<file path="config.mk">
export PLATFORM = sky130hd
export DESIGN_NAME = pwr_state_ctrl
export DESIGN_NICKNAME = d
export VERILOG_FILES = /design/src/rtl/pwr_state_pkg.sv /design/src/rtl/pwr_state_ctl.sv /design/src/rtl/pwr_state_dp.sv /design/src/rtl/pwr_state_ctrl.sv
export SDC_FILE = /design/constraint.sdc
export NUM_CORES = 1
export LEC_CHECK = 0
export BUFFER_PORTS_ARGS = -buffer_cell sky130_fd_sc_hd__buf_2
export CAP_MARGIN = 20
export CORE_MARGIN = 1.5
export CORE_UTILIZATION = 52
export DETAILED_ROUTE_END_ITERATION = 10
export HOLD_SLACK_MARGIN = 0.03
export PLACE_DENSITY = 0.83
export SLEW_MARGIN = 5
export SYNTH_ARGS = -nofsm -noshare
export SYNTH_HDL_FRONTEND = slang
export SYNTH_SLANG_ARGS = --single-unit
</file>
<file path="constraint.sdc">
create_clock -name clk -period 4.4 [get_ports clk]
set_input_delay 0.66 -clock clk [delete_from_list [all_inputs] [get_ports clk]]
set_output_delay 0.66 -clock clk [all_outputs]
set_load 0.05 [all_outputs]
</file>
<file path="src/rtl/pwr_state_pkg.sv">
package pwr_state_pkg;

  typedef enum logic [2:0] {
    PS_C0      = 3'd0,
    PS_C1      = 3'd1,
    PS_C2      = 3'd2,
    PS_C3      = 3'd3,
    PS_C4      = 3'd4,
    PS_SLEEP   = 3'd5,
    PS_SOFTOFF = 3'd6,
    PS_MECHOFF = 3'd7
  } pstate_t;

  localparam int unsigned NUM_PSTATES = 8;

  // deepest idle level visited since the last entry to C0
  typedef enum logic [1:0] {
    DEEP_NONE = 2'd0,
    DEEP_C3   = 2'd1,
    DEEP_C4   = 2'd2
  } deep_t;

  typedef struct packed {
    logic halt;
    logic lvl2;
    logic lvl3;
    logic lvl4;
    logic sleepEn;
    logic brk;
    logic wake;
    logic busMaster;
    logic bmIdle;
    logic clkStop;
    logic btnOvr;
    logic pwrFail;
    logic pwrReturn;
  } pwr_events_t;

  typedef struct packed {
    logic c4OnC3;
    logic bmZeroEn;
    logic deepIdle;
    logic popUp;
    logic autoOn;
  } pwr_cfg_t;

  // strobes from control to datapath
  typedef struct packed {
    logic    trans;
    pstate_t next;
    logic    armWake;
    logic    captureType;
  } ctl_strobe_t;

endpackage

</file>
<file path="src/rtl/pwr_state_ctl.sv">
module pwr_state_ctl
  import pwr_state_pkg::*;
#(
  parameter int unsigned SLP_TYPE_W = 3
) (
  input  pstate_t               curState,
  input  deep_t                 deepSeen,
  input  logic                  wakePending,
  input  pwr_events_t           ev,
  input  pwr_cfg_t              cfg,
  input  logic                  batLow,
  input  logic [SLP_TYPE_W-1:0] cfgSleepType,
  output ctl_strobe_t           strobe
);

  localparam logic [SLP_TYPE_W-1:0] SOFT_OFF_CODE = {SLP_TYPE_W{1'b1}};

  pstate_t nextState;
  logic    armWake;
  logic    captureType;
  logic    wakeReq;

  assign wakeReq = ev.wake || wakePending;

  always_comb begin
    nextState   = curState;
    armWake     = 1'b0;
    captureType = 1'b0;
    if (ev.pwrFail) begin
      nextState = PS_MECHOFF;
    end else if (ev.btnOvr && curState != PS_MECHOFF) begin
      nextState = PS_SOFTOFF;
    end else begin
      unique case (curState)
        PS_C0: begin
          if (ev.sleepEn) begin
            if (cfgSleepType == SOFT_OFF_CODE) begin
              nextState = PS_SOFTOFF;
            end else begin
              nextState   = PS_SLEEP;
              captureType = 1'b1;
            end
          end else if (ev.lvl4) begin
            nextState = PS_C4;
          end else if (ev.lvl3) begin
            if (cfg.bmZeroEn && ev.busMaster) nextState = PS_C2;
            else if (cfg.c4OnC3)               nextState = PS_C4;
            else                               nextState = PS_C3;
          end else if (ev.lvl2) begin
            nextState = PS_C2;
          end else if (ev.halt) begin
            nextState = PS_C1;
          end
        end
        PS_C1: begin
          if (ev.brk)          nextState = PS_C0;
          else if (ev.clkStop) nextState = PS_C2;
        end
        PS_C2: begin
          if (ev.brk) begin
            nextState = PS_C0;
          end else if (ev.bmIdle && deepSeen != DEEP_NONE) begin
            nextState = cfg.deepIdle ? PS_C4 : PS_C3;
          end
        end
        PS_C3: begin
          if (ev.brk) begin
            nextState = PS_C0;
          end else if (ev.busMaster) begin
            nextState = cfg.popUp ? PS_C2 : PS_C0;
          end else if (ev.bmIdle && deepSeen == DEEP_C4 && cfg.deepIdle) begin
            nextState = PS_C4;
          end
        end
        PS_C4: begin
          if (ev.brk)            nextState = PS_C0;
          else if (ev.busMaster) nextState = cfg.popUp ? PS_C2 : PS_C0;
        end
        PS_SLEEP, PS_SOFTOFF: begin
          if (wakeReq) begin
            if (batLow) armWake   = 1'b1;
            else        nextState = PS_C0;
          end
        end
        PS_MECHOFF: begin
          if (wakePending) begin
            if (!batLow) nextState = PS_C0;
          end else if (ev.pwrReturn) begin
            if (!cfg.autoOn)  nextState = PS_SOFTOFF;
            else if (batLow)  armWake   = 1'b1;
            else              nextState = PS_C0;
          end
        end
        default: nextState = PS_MECHOFF;
      endcase
    end
  end

  always_comb begin
    strobe.trans       = (nextState != curState);
    strobe.next        = nextState;
    strobe.armWake     = armWake;
    strobe.captureType = captureType;
  end

endmodule

</file>
<file path="src/rtl/pwr_state_dp.sv">
module pwr_state_dp
  import pwr_state_pkg::*;
#(
  parameter int unsigned SLP_TYPE_W = 3
) (
  input  logic                  clk,
  input  logic                  rstN,
  input  ctl_strobe_t           strobe,
  input  logic [SLP_TYPE_W-1:0] cfgSleepType,
  output pstate_t               curState,
  output deep_t                 deepSeen,
  output logic                  wakePending,
  output logic [NUM_PSTATES-1:0] stateOh,
  output logic [SLP_TYPE_W-1:0] sleepType
);

  pstate_t               stateQ;
  deep_t                 deepQ;
  logic                  pendQ;
  logic [SLP_TYPE_W-1:0] typeQ;

  always_ff @(posedge clk or negedge rstN) begin
    if (!rstN) begin
      stateQ <= PS_MECHOFF;
      deepQ  <= DEEP_NONE;
      pendQ  <= 1'b0;
      typeQ  <= '0;
    end else begin
      if (strobe.trans) begin
        stateQ <= strobe.next;
        pendQ  <= 1'b0;
        if (strobe.next == PS_C0)                           deepQ <= DEEP_NONE;
        else if (strobe.next == PS_C4)                      deepQ <= DEEP_C4;
        else if (strobe.next == PS_C3 && deepQ != DEEP_C4)  deepQ <= DEEP_C3;
      end else if (strobe.armWake) begin
        pendQ <= 1'b1;
      end
      if (strobe.captureType) typeQ <= cfgSleepType;
    end
  end

  for (genvar i = 0; i < NUM_PSTATES; i++) begin : g_oh
    assign stateOh[i] = (int'(stateQ) == i);
  end

  assign curState    = stateQ;
  assign deepSeen    = deepQ;
  assign wakePending = pendQ;
  assign sleepType   = typeQ;

endmodule

</file>
<file path="src/rtl/pwr_state_ctrl.sv">
module pwr_state_ctrl
  import pwr_state_pkg::*;
#(
  parameter int unsigned SLP_TYPE_W = 3
) (
  input  logic                   clk,
  input  logic                   rstN,
  input  logic                   evHalt,
  input  logic                   evLvl2,
  input  logic                   evLvl3,
  input  logic                   evLvl4,
  input  logic                   evSleepEn,
  input  logic                   evBreak,
  input  logic                   evWake,
  input  logic                   evBusMaster,
  input  logic                   evBmIdle,
  input  logic                   evClkStop,
  input  logic                   evPwrBtnOvr,
  input  logic                   evPwrFail,
  input  logic                   evPwrReturn,
  input  logic                   batLow,
  input  logic                   cfgC4OnC3,
  input  logic                   cfgBmZeroEn,
  input  logic                   cfgDeepIdle,
  input  logic                   cfgPopUp,
  input  logic                   cfgAutoOn,
  input  logic [SLP_TYPE_W-1:0]  cfgSleepType,
  output logic [NUM_PSTATES-1:0] stateOh,
  output logic [SLP_TYPE_W-1:0]  sleepType
);

  pwr_events_t ev;
  pwr_cfg_t    cfg;
  ctl_strobe_t strobe;
  pstate_t     curState;
  deep_t       deepSeen;
  logic        wakePending;

  always_comb begin
    ev.halt      = evHalt;
    ev.lvl2      = evLvl2;
    ev.lvl3      = evLvl3;
    ev.lvl4      = evLvl4;
    ev.sleepEn   = evSleepEn;
    ev.brk       = evBreak;
    ev.wake      = evWake;
    ev.busMaster = evBusMaster;
    ev.bmIdle    = evBmIdle;
    ev.clkStop   = evClkStop;
    ev.btnOvr    = evPwrBtnOvr;
    ev.pwrFail   = evPwrFail;
    ev.pwrReturn = evPwrReturn;
    cfg.c4OnC3   = cfgC4OnC3;
    cfg.bmZeroEn = cfgBmZeroEn;
    cfg.deepIdle = cfgDeepIdle;
    cfg.popUp    = cfgPopUp;
    cfg.autoOn   = cfgAutoOn;
  end

  pwr_state_ctl #(.SLP_TYPE_W(SLP_TYPE_W)) u_ctl (
    .curState     (curState),
    .deepSeen     (deepSeen),
    .wakePending  (wakePending),
    .ev           (ev),
    .cfg          (cfg),
    .batLow       (batLow),
    .cfgSleepType (cfgSleepType),
    .strobe       (strobe)
  );

  pwr_state_dp #(.SLP_TYPE_W(SLP_TYPE_W)) u_dp (
    .clk          (clk),
    .rstN         (rstN),
    .strobe       (strobe),
    .cfgSleepType (cfgSleepType),
    .curState     (curState),
    .deepSeen     (deepSeen),
    .wakePending  (wakePending),
    .stateOh      (stateOh),
    .sleepType    (sleepType)
  );

endmodule

</file>
Word level (Yosys, flattened, before mapping)
Index checks and enable logic that the tools add are counted.
{"block": "op_classes", "n_eq_ne": 21, "n_mux": 45, "add_sub_neg": 0, "n_lt_le_gt_ge": 0, "shift": 0, "bitwise_logic": 0, "n_reduce_logical": 15, "multipliers": 0, "div": 0}
{"operator": "3-bit 2-to-1 mux", "n": 24}
{"operator": "3-bit equality test, second input constant", "n": 10}
{"operator": "3-bit case mux with 7 select lines", "n": 1}
{"operator": "3-bit by 2-bit equality test with 1-bit output, second input constant", "n": 5}
{"operator": "1-bit 2-to-1 mux", "n": 14}
{"operator": "2-bit 2-to-1 mux", "n": 5}
{"operator": "3-bit logical NOT", "n": 3}
{"operator": "3-bit by 1-bit equality test with 1-bit output, second input constant", "n": 2}
{"operator": "1-bit logical AND", "n": 6}
{"operator": "2-bit nonzero test", "n": 2}
{"operator": "3-bit != test", "n": 1}
{"operator": "3-bit != test, second input constant", "n": 1}
{"operator": "3-bit nonzero test", "n": 1}
{"operator": "2-bit equality test, second input constant", "n": 1}
{"operator": "2-bit != test, second input constant", "n": 1}
{"operator": "1-bit case mux with 2 select lines", "n": 1}
{"operator": "2-bit AND reduction", "n": 1}
{"operator": "2-bit OR reduction", "n": 1}
{"operator": "1-bit logical OR", "n": 1}
{"block": "totals", "ram_bits": 0, "mem_count": 0, "register_bits": 9, "latchBits": 0, "word_cells": 85, "out_inout_bits": 11, "mem_bits_ro": 0}

Longest topological paths before layout
Gate-level depths: netlist of the first run.
{"block": "logic_depth", "word_depth": 14, "depth_mapped": 9, "ltp_nobuf": 7}

Cells and area by module
From an unflattened synthesis of the first run, not the netlist that was laid out.
{"block": "unflattened", "hier_cells": 120, "area_unflattened_um2": 978.4}
{"mod": "pwr_state_ctl", "seq_area_each_um2": 0.0, "area_each_um2": 558.0, "instances": 1, "cells_per_inst": 85}
{"mod": "pwr_state_dp", "seq_area_each_um2": 229.0, "area_each_um2": 420.4, "instances": 1, "cells_per_inst": 35}

Least setup slack after synthesis of the first run
Ideal clock, no wire load.
{"block": "synth_path", "path_kind": "reg-to-reg", "start": "register u_dp.stateQ[1] (netlist: u_dp.curState[1])", "end": "register u_dp.deepQ[1] (netlist: u_dp.deepSeen[1])", "arrival_time_ns": 2.950, "required_time_ns": 4.279, "path_slack_ns": 1.329, "setup_time_ns": 0.121, "path_stages_with_launch": 9, "path_buffers": 2, "cell_sequence": "dfstp_2 > buf_6 > nor3_1 > nand2_1 > o311ai_1 > or3_1 > clkbuf_1 > a2111oi_4 > o22a_1"}
{"block": "synth_between", "elab_chain_len": 12}
{"item": "start, declared", "line": "pwr_state_dp.sv:17", "source": "pstate_t stateQ;"}
{"item": "start signal, assigned", "line": "pwr_state_dp.sv:30", "source": "stateQ <= strobe.next;"}
{"item": "3-bit 2-to-1 mux", "line": "pwr_state_ctl.sv:51", "source": "end else if (ev.halt) begin"}
{"item": "3-bit 2-to-1 mux", "line": "pwr_state_ctl.sv:49", "source": "end else if (ev.lvl2) begin"}
{"item": "3-bit 2-to-1 mux", "line": "pwr_state_ctl.sv:45", "source": "end else if (ev.lvl3) begin"}
{"item": "3-bit 2-to-1 mux", "line": "pwr_state_ctl.sv:43", "source": "end else if (ev.lvl4) begin"}
{"item": "3-bit 2-to-1 mux", "line": "pwr_state_ctl.sv:36", "source": "if (ev.sleepEn) begin"}
{"item": "3-bit case mux with 7 select lines", "line": "pwr_state_ctl.sv:34", "source": "unique case (curState)"}
{"item": "3-bit 2-to-1 mux", "line": "pwr_state_ctl.sv:31", "source": "end else if (ev.btnOvr && curState != PS_MECHOFF) begin"}
{"item": "3-bit 2-to-1 mux", "line": "pwr_state_ctl.sv:29", "source": "if (ev.pwrFail) begin"}
{"item": "3-bit by 2-bit equality test with 1-bit output", "line": "pwr_state_dp.sv:34", "source": "else if (strobe.next == PS_C3 && deepQ != DEEP_C4) deepQ <= DEEP_C3;"}
{"item": "1-bit logical AND", "line": "pwr_state_dp.sv:34"}
{"item": "3-bit nonzero test (no source line)"}
{"item": "2-bit AND reduction (no source line)"}
{"item": "end signal, assigned", "line": "pwr_state_dp.sv:32", "source": "if (strobe.next == PS_C0) deepQ <= DEEP_NONE;"}
{"item": "end signal, assigned", "line": "pwr_state_dp.sv:33", "source": "else if (strobe.next == PS_C4) deepQ <= DEEP_C4;"}
{"item": "end signal, assigned", "line": "pwr_state_dp.sv:34"}
{"item": "end, declared", "line": "pwr_state_dp.sv:18", "source": "deep_t deepQ;"}
Parallel ways exist; a longest one is shown, timed or not.
A chain may end at the register's enable or synchronous reset.

Final worst setup path of the first run
{"block": "layout_path", "start": "register u_dp.stateQ[1] (netlist: u_dp.curState[1])", "end": "register u_dp.pendQ (netlist: u_dp.wakePending)"}
{"block": "layout_between", "elab_chain_len": 10}
{"item": "3-bit 2-to-1 mux", "line": "pwr_state_ctl.sv:51"}
{"item": "3-bit 2-to-1 mux", "line": "pwr_state_ctl.sv:49"}
{"item": "3-bit 2-to-1 mux", "line": "pwr_state_ctl.sv:45"}
{"item": "3-bit 2-to-1 mux", "line": "pwr_state_ctl.sv:43"}
{"item": "3-bit 2-to-1 mux", "line": "pwr_state_ctl.sv:36"}
{"item": "3-bit case mux with 7 select lines", "line": "pwr_state_ctl.sv:34"}
{"item": "3-bit 2-to-1 mux", "line": "pwr_state_ctl.sv:31"}
{"item": "3-bit 2-to-1 mux", "line": "pwr_state_ctl.sv:29"}
{"item": "3-bit != test", "line": "pwr_state_ctl.sv:100", "source": "strobe.trans = (nextState != curState);"}
{"item": "1-bit 2-to-1 mux or 2-bit nonzero test (tied branches)"}
{"item": "end signal, assigned", "line": "pwr_state_dp.sv:26", "source": "pendQ <= 1'b0;"}
{"item": "end signal, assigned", "line": "pwr_state_dp.sv:31", "source": "pendQ <= 1'b0;"}
{"item": "end signal, assigned", "line": "pwr_state_dp.sv:36", "source": "pendQ <= 1'b1;"}
{"item": "end, declared", "line": "pwr_state_dp.sv:19", "source": "logic pendQ;"}
Parallel ways exist; a longest one is shown, timed or not.

==> metrics.txt, run 1 <==
syn_nets 133; Clock Pin Slew Worst Setup and Hold Paths around 0.06 ns; number of synthesized flops with an enable pin 0; Max Clock Skew 0.00171 ns; # diodes 0; dpl cells ~160; Total Routing Usage GR 0.245; initial core utilization 0.551; Worst Tran Pin Value 0.588 ns; Synth cell types 54; Final nets roughly 170; Slew Viols, Final 0; multi-input logic area between 600 and 700 um^2; DP HPWL 1.86 mm; synth warn 0; Tmin final 2.44 ns; Final WS setup 1.96 ns; Pwr Density approximately 610 nW/um^2; number of global-route vias before repair 834; total gr overflow 0; Routed WL 2.28 mm; Crit Path Max Fanout 18; # rows 15; Setup Buffers After CTS 0; Final Hold Vio Count 0; Pleak around 0.54 nW; Skew-Pair Late Insertion Delay 0.25 ns; DRC violations left 0; vias per cell 5.86; largest net degree at the start of global routing 19; Routed Antenna Nets 0; Worst Path Required between 4 and 5 ns; CTS tree built; H-tree depth 1; Syn Inst Count 109; FF+latch area 229 um^2; Synth Flop Type dfrtp_1; synthesis-to-layout area growth 20.1%; GP Congestion roughly 0.84; status finished clean; f_max 0.409 GHz; Seq/Total Area, Yosys 0.243; via count 978; PostCTS Resize Cnt 0; CP endpoint kind flop; DP Worst Slack between 1.5 and 2 ns; 1st-iter DRT viols 13; final period utilization 0.555; unrepaired setup endpoints after global routing no; clock buffer depth 2; Sink Count 9; Ports 35; WHS 0.240 ns; Core ar. 1710 um^2; Port Buffer Count 34; routed len/inst approximately 14 um; arrival time worst endpoint 2.60 ns; Finished Layout Cells approximately 170; # hold bufs at CTS 0; first-pass detailed-route iteration total 4; syn avg cell area 8.63 um^2; die height 45.5 um; Power Total roughly 0.7 mW; Hold Crit Class in2async; Post-synth ARST share 1.00; Fin Setup TNS 0 ns; initial antenna violation count 0; Seq cells post-synth 9; Setup Viol. Count Final 0; VDD IR max 0.430 mV; Synth Cell Area approximately 940 um^2; slew margin rel. 0.605; TritonCTS Buffers 3; startpoint types flop; Die X 45.5 um; die area 2070 um^2; filler cell count 149; layout cell share with drive strength beyond 1 0.380; Root Driver clkbuf_4; crit path kind reg2reg; max_cap viols 0; first-pass GRT wire length 3.59 mm
-- cells in the mapped netlist, drive strengths merged (2+ instances only) --
cell | count | share of area
xor2 | 2 | 0.019
nor3 | 2 | 0.011
nand3 | 4 | 0.021
or3 | 2 | 0.015
and2b | 2 | 0.016
nor2 | 13 | 0.052
a31oi | 2 | 0.029
mux2 | 3 | 0.036
nand2 | 6 | 0.024
clkbuf | 2 | 0.0080
dfrtp | 6 | 0.16
o21ai | 6 | 0.032
a32oi | 2 | 0.019
dfstp | 3 | 0.084
or4b | 2 | 0.021
buf | 3 | 0.033
inv | 6 | 0.024
and3 | 5 | 0.033
a21oi | 4 | 0.025
and2 | 3 | 0.020
a41oi | 2 | 0.027
nand2b | 3 | 0.020
o2bb2ai | 2 | 0.019
-- through the flow --
stage / area, um^2 / utilization
global placement: 1100 / 0.646
global route: 1130 / 0.662
finish: 1130 / 0.662
CTS: 1130 / 0.662
floorplan: 941 / -
detailed placement: 1100 / 0.646
-- power by group --
| part | internal, mW | switching [mW] | leakage (nW) |
|---|---|---|---|
| Combinational | 0.149 | 0.294 | 0.411 |
| Sequential | 0.121 | 0.0634 | 0.110 |
| Clock | 0.0348 | 0.0262 | 0.0150 |
-- layer usage --
metal  share of wire  track usage
met1            0.45        0.305
met2            0.49        0.406
met3           0.041       0.0317
met4           0.022        0.135
met5               0            0
-- state kept, by name, summed over array words and instances, names as in the netlist --
register	count
u_dp.wakePending	1
u_dp.deepSeen	2
u_dp.curState	3
u_dp.sleepType	3
-- worst max-delay path, stage by stage (launching register included) --
cell,delay (ns)
dfstp_2,0.70
nand3_1,0.28
a21oi_2,0.28
o21ai_0,0.17
or3_1,0.51
xor2_1,0.18
a211oi_1,0.23
-- layout by cell type (no fill, tap or decap), types with 2 or more instances in the layout --
master / n
mux2_2: 3
nand3_1: 4
nand2_1: 6
and2_1: 3
xor2_1: 2
a32oi_1: 2
nor3_1: 2
a21oi_1: 3
inv_1: 5
nor2_1: 13
o2bb2ai_1: 2
o21ai_0: 6
nand2b_1: 3
clkbuf_4: 3
and2b_1: 2
dfstp_2: 3
buf_2: 34
or4b_1: 2
dfrtp_1: 6
and3_1: 5
-- path summary, 6_finish.rpt --
| check | to | start | slack [ns] | depth (start not counted) |
|---|---|---|---|---|
| max | u_dp.wakePending | u_dp.curState[1] | 1.96 | 6 |
| min | u_dp.deepSeen[1] | rstN | 0.24 | 1 |
| max reg2reg | u_dp.wakePending | u_dp.curState[1] | 1.96 | 6 |
| min reg2reg | u_dp.sleepType[2] | u_dp.sleepType[2] | 0.50 | 1 |
| max in group asynchronous | u_dp.curState[2] | rstN | 3.92 | 1 |
| min in group clk | u_dp.sleepType[2] | u_dp.sleepType[2] | 0.50 | 1 |
-- area by class of cell --
class                           count  area share
Inverter                            6      0.0199
Clock buffer                        4      0.0233
Multi-Input combinational cell     89       0.576
Tap cell                           25      0.0277
Timing Repair Buffer               34       0.151
Sequential cell                     9       0.203
-- kinds of logic after synthesis --
kind of cell	after synthesis	synth area share
flip-flops	9	0.243
buffers and inverters	11	0.0652
multiplexers	4	0.0465
AO/OA/AOI/OAI	32	0.301
XOR/XNOR	2	0.0186
AND/OR/NAND/NOR	51	0.326
Power figures use the tool's default switching activity.
==> run 2: changes to the inputs <==
Settings changed: CORE_UTILIZATION 52 to 48, PLACE_DENSITY 0.83 to 0.77.
Clock period 4.4 ns to 2.45 ns, I/O delays scaled along.
==> run 2 against run 1 <==
Non-clock buffer count grew 3. Final cell count rose by 1.8%. Setup slack got worse by 1.8 ns. Critical path depth unchanged. Clock power is 89% higher. Clock skew grew 0.0079 ns. Fmax up 5.0%. Largest cell class unchanged. Largest power group unchanged.
==> metrics.txt, run 2 (synthesized netlist as in run 1, its figures left out) <==
status finished clean; placed cell areas 1130 um^2 (+2.8%); Hold Path Stages 2; Pleak 0.558 nW (+4.0%); CTS tree built; Final nets 170 (+1.8%); total gr overflow 0 (unchanged); layout cell share with drive strength beyond 1 0.400 (+0.0197); via count 984 (+0.61%); Comb power frac 0.638 (-0.006); filler cell count 160 (+7.4%); vias per cell 5.79 (-1.2%); slew margin rel. 0.704 (+0.0989); Fin Setup TNS 0 ns (unchanged); synthesis-to-layout area growth 24.9%; largest net degree at the start of global routing 19 (unchanged); first-pass GRT wire length 3.65 mm (+1.6%); Hold Crit Class in2reg; Setup Viol. Count Final 0 (unchanged); most frequent cells in the layout buf_2, nor2_1, nand2_1, o21ai_0, dfrtp_1; startpoint types flop; initial core utilization 0.528 (-0.0232); DP HPWL 1.89 mm (+1.7%); Worst Tran Pin Value 0.437 ns (-0.151 ns); TritonCTS Buffers 3 (unchanged); Port Buffer Count 34 (unchanged); Worst Path Required 2.65 ns (-1.91 ns); multi-input logic area 667 um^2 (+2.5%); routed len/inst 14.0 um (+2.3%); 1st-iter DRT viols 24 (+11); VDD IR max 0.827 mV (+92%); final period utilization 0.950 (+0.395); GP Congestion 0.855 (+2.1%); Max Clock Skew 0.00958 ns (+0.00788 ns); # rows 15 (unchanged); Routed WL 2.38 mm (+4.1%); Clk pwr share 0.088 (about the same); H-tree depth 1 (unchanged); # diodes 0 (unchanged); initial antenna violation count 0 (unchanged); Skew-Pair Late Insertion Delay 0.27 ns (+0.02 ns); crit path kind reg2reg; CP endpoint kind flop; Ports 35 (unchanged); Slew Viols, Final 0 (unchanged); die area 2230 um^2 (+7.8%); dpl cells 165 (+1.2%); Finished Core Util 0.659 (-0.00259); Net Sw Power 0.718 mW (+87%); Net Sw Frac 0.555 (-0.00341); Finished Layout Cells 170 (+1.8%); Pwr Density 1100 nW/um^2 (+81%); arrival time worst endpoint 2.53 ns (-0.07 ns); Root Driver clkbuf_4; Flop pwr share 0.274 (+0.006); number of global-route vias before repair 868 (+4.1%); f_max 0.430 GHz (+5.0%); Power Total 1.29 mW (+88%); Pint 0.577 mW (+90%); clock buffer depth 2 (unchanged); Sink Count 9 (unchanged); unrepaired setup endpoints after global routing no; reg2reg path depth 6 (unchanged); max_cap viols 0 (unchanged); Clock Pin Slew Worst Setup and Hold Paths 0.06 ns (about the same); Design Area, Final 1170 um^2 (+4.0%); Routed Antenna Nets 0 (unchanged); die height 47.3 um (+3.8%); Core ar. 1780 um^2 (+4.4%); DRC violations left 0 (unchanged); Setup Buffers After CTS 0 (unchanged); FF+latch area 233 um^2 (+1.6%); Die X 47.3 um (+3.8%); Total Routing Usage GR 0.233 (-0.0119); most common cell after layout, fill and taps aside buf_2; Final Hold Vio Count 0 (unchanged); Crit Path Max Fanout 18 (unchanged); Tmin final 2.33 ns (-0.116 ns); first-pass detailed-route iteration total 4 (unchanged)
-- run 2: per-stage QoR --
step | worst slack [ns] | hold WS (ns)
6_report | 0.123 | 0.342
5_1_grt | 0.00762 | 0.344
4_1_cts | 0.0980 | 0.337
3_5_place_dp | 0.0968 | 0.227
3_3_place_gp | 0.209 | 0.224
2_1_floorplan | 0.173 | 0.0719
-- run 2: cell type report --
type	instances	area share
Clock buffer	4	0.0224
Inverter	6	0.0192
Multi-Input combinational cell	89	0.568
Sequential cell	9	0.198
Tap cell	25	0.0266
Timing Repair Buffer	37	0.166
-- run 2: timing repair --
item                                    4_1_cts  5_1_grt
resized for setup                             0        1
hold buffers                                  1        0
endpoints found under the setup margin        0        1
endpoints found under the hold margin         6        0
-- run 2: final timing paths --
check | startpoint | end | slack, ns
setup / recovery | u_dp.curState[1] | u_dp.deepSeen[1] | 0.12
hold / removal | cfgSleepType[2] | u_dp.sleepType[2] | 0.34
setup reg to reg | u_dp.curState[1] | u_dp.deepSeen[1] | 0.12
hold reg to reg | u_dp.sleepType[2] | u_dp.sleepType[2] | 0.50
max in group asynchronous | rstN | u_dp.curState[2] | 1.72
min in group asynchronous | rstN | u_dp.sleepType[0] | 0.47
-- run 2: critical path: stages, from the launching register on --
cell and delay [ns]:
dfstp_4 0.72, or4b_1 0.45, o32ai_1 0.26, a311oi_1 0.12, a41oi_2 0.33, mux2i_1 0.23, o22a_1 0.15
-- run 2: power groups by stage --
stage	Sequential, mW	Combinational, mW	Clock [mW]
global route	0.365	0.889	0.127
CTS	0.345	0.824	0.120
floorplan	0.308	0.696	0
global placement	0.346	0.816	0
finish	0.354	0.826	0.115
detailed placement	0.348	0.821	0
-- run 2: per-layer routing --
| metal | GRT usage | vias up | wire length [um] |
|---|---|---|---|
| met2 | 0.405 | 42 | 1130 |
| li1 | - | 493 | - |
| met3 | 0.0115 | 2 | 149 |
| met5 | 0 | - | 0 |
| met4 | 0.100 | 0 | 27 |
| met1 | 0.297 | 447 | 1070 |
==> run 3: changes to the inputs <==
Settings changed: PLACE_DENSITY 0.77 to 0.78.
==> run 3 against run 2 <==
Cell area unchanged. Final cell count unchanged. First-iteration DRC count increased by 42%. Clock skew decreased by 0.0060 ns. Worst hold slack improved by 0.013 ns. Routed wire length increased by 1.9%. Clock power decreased by 4%. Sequential power increased by 1%. Register-to-register slack about the same. Utilization unchanged. Critical endpoint unchanged.
==> metrics.txt, run 3 (synthesized netlist as in run 1, its figures left out) <==
status finished clean; Slew Viols, Final 0 (unchanged); Pwr Density 1110 nW/um^2 (+0.58%); Max Clock Skew 0.00358 ns (-0.00601 ns); Tmin final 2.34 ns (+0.0105 ns); H-tree depth 1 (unchanged); Reg2Reg Launch Point u_dp.curState[1]; Final Hold Vio Count 0 (unchanged); largest net degree at the start of global routing 19 (unchanged); Hold Crit Class in2reg; Core ar. 1780 um^2 (unchanged); most frequent cells in the layout buf_2, nor2_1, nand2_1, o21ai_0, dfrtp_1; DP HPWL 1.96 mm (+3.7%); VDD IR max 0.762 mV (-7.9%); Sink Count 9 (unchanged); Die X 47.3 um (unchanged); TritonCTS Buffers 3 (unchanged); most common cell after layout, fill and taps aside buf_2; CTS tree built; 1st-iter DRT viols 34 (+42%); crit path kind reg2reg; Setup Buffers After CTS 0 (unchanged); die height 47.3 um (unchanged); Power Total 1.30 mW (+0.58%); Pint 0.577 mW (about the same); Skew-Pair Late Insertion Delay 0.25 ns (-0.02 ns); Flop pwr share 0.276 (+0.002); first-pass detailed-route iteration total 4 (unchanged); initial antenna violation count 0 (unchanged); Hold Path Origin cfgSleepType[1]; Final nets 170 (unchanged); startpoint types flop; final period utilization 0.954 (+0.00430); initial core utilization 0.528 (unchanged); routed len/inst 14.2 um (+1.9%); CP startpoint u_dp.curState[1]; DRC violations left 0 (unchanged); Routed WL 2.42 mm (+1.9%); Pleak 0.558 nW (unchanged); Comb power frac 0.640 (+0.002); Crit Path Max Fanout 18 (unchanged); first-pass GRT wire length 3.88 mm (+6.4%); synthesis-to-layout area growth 24.9% (unchanged); arrival time worst endpoint 2.53 ns (about the same); total gr overflow 0 (unchanged); # rows 15 (unchanged); layout cell share with drive strength beyond 1 0.400 (unchanged); unrepaired setup endpoints after global routing no; slew margin rel. 0.718 (+0.0138); number of global-route vias before repair 874 (+0.69%); dpl cells 165 (unchanged); Root Driver clkbuf_4; Setup Viol. Count Final 0 (unchanged); vias per cell 5.88 (+1.6%); Net Sw Power 0.726 mW (+1.1%); f_max 0.428 GHz (-0.45%); Finished Layout Cells 170 (unchanged); Finished Core Util 0.659 (unchanged); GP Congestion 0.853 (-0.25%); Net Sw Frac 0.557 (+0.00269); Clock Pin Slew Worst Setup and Hold Paths 0.06 ns (about the same); via count 1,000 (+1.6%); Port Buffer Count 34 (unchanged); clock buffer depth 2 (unchanged); max_cap viols 0 (unchanged); Routed Antenna Nets 0 (unchanged); WHS 0.355 ns (+0.0126 ns); Ports 35 (unchanged); CP endpoint kind flop; Fin Setup TNS 0 ns (unchanged); Clk pwr share 0.085 (-0.003); Worst Tran Pin Value 0.417 ns (-0.0204 ns); Total Routing Usage GR 0.252 (+0.0182); Worst Path Required 2.64 ns (about the same); # diodes 0 (unchanged); die area 2230 um^2 (unchanged)
## run 3: cell counts in the layout (fill, tap and decap cells not counted)
Identical to the previous run, type by type.
## run 3: power groups by stage
stage          combinational [mW]  clock [mW]  sequential (mW)
6_report                    0.833       0.110            0.359
5_1_grt                     0.894       0.119            0.375
4_1_cts                     0.832       0.115            0.347
3_5_place_dp                0.830           0            0.348
3_3_place_gp                0.816           0            0.345
2_1_floorplan               0.696           0            0.308
## run 3: routing by layer
metal / share of wire / global-route usage / vias to the layer above
met4: 0.014 / 0.100 / 0
met5: 0 / 0 / -
met2: 0.49 / 0.414 / 37
met1: 0.44 / 0.346 / 471
li1: - / - / 488
met3: 0.057 / 0.0115 / 4
## run 3: path summary, 6_finish.rpt
path	to	slack, ns	depth (start not counted)
worst min register to register	u_dp.sleepType[2]	0.51	1
worst max register to register	u_dp.deepSeen[1]	0.11	6
worst max-delay path	u_dp.deepSeen[1]	0.11	6
worst min-delay path	u_dp.sleepType[1]	0.35	2
max in group asynchronous	u_dp.curState[0]	1.72	2
min in group asynchronous	u_dp.sleepType[2]	0.48	2
## run 3: what timing repair did
action / 4_1_cts / 5_1_grt
endpoints found under the hold margin: 6 / 0
hold buffers: 1 / 0
gates resized for setup: 0 / 1
endpoints found under the setup margin: 0 / 1
## run 3: per-stage QoR
step / setup slack (ns) / instance area, um^2
2_1_floorplan: 0.173 / 957
3_3_place_gp: 0.211 / 1130
6_report: 0.112 / 1170
5_1_grt: 0.00318 / 1170
4_1_cts: 0.103 / 1170
3_5_place_dp: 0.118 / 1130
## run 3: cell type report
cell class,instances,area (um^2)
clock buffer,4,26.3
tap,25,31.3
timing repair buffer,37,195
inverter,6,22.5
multi-input combinational,89,667
fill,166,608
sequential,9,233
## run 3: worst max-delay path: stages (launching register included)
cell and delay [ns]:
dfstp_4 0.73, or4b_1 0.45, o32ai_1 0.26, a311oi_1 0.12, a41oi_2 0.35, mux2i_1 0.23, o22a_1 0.15
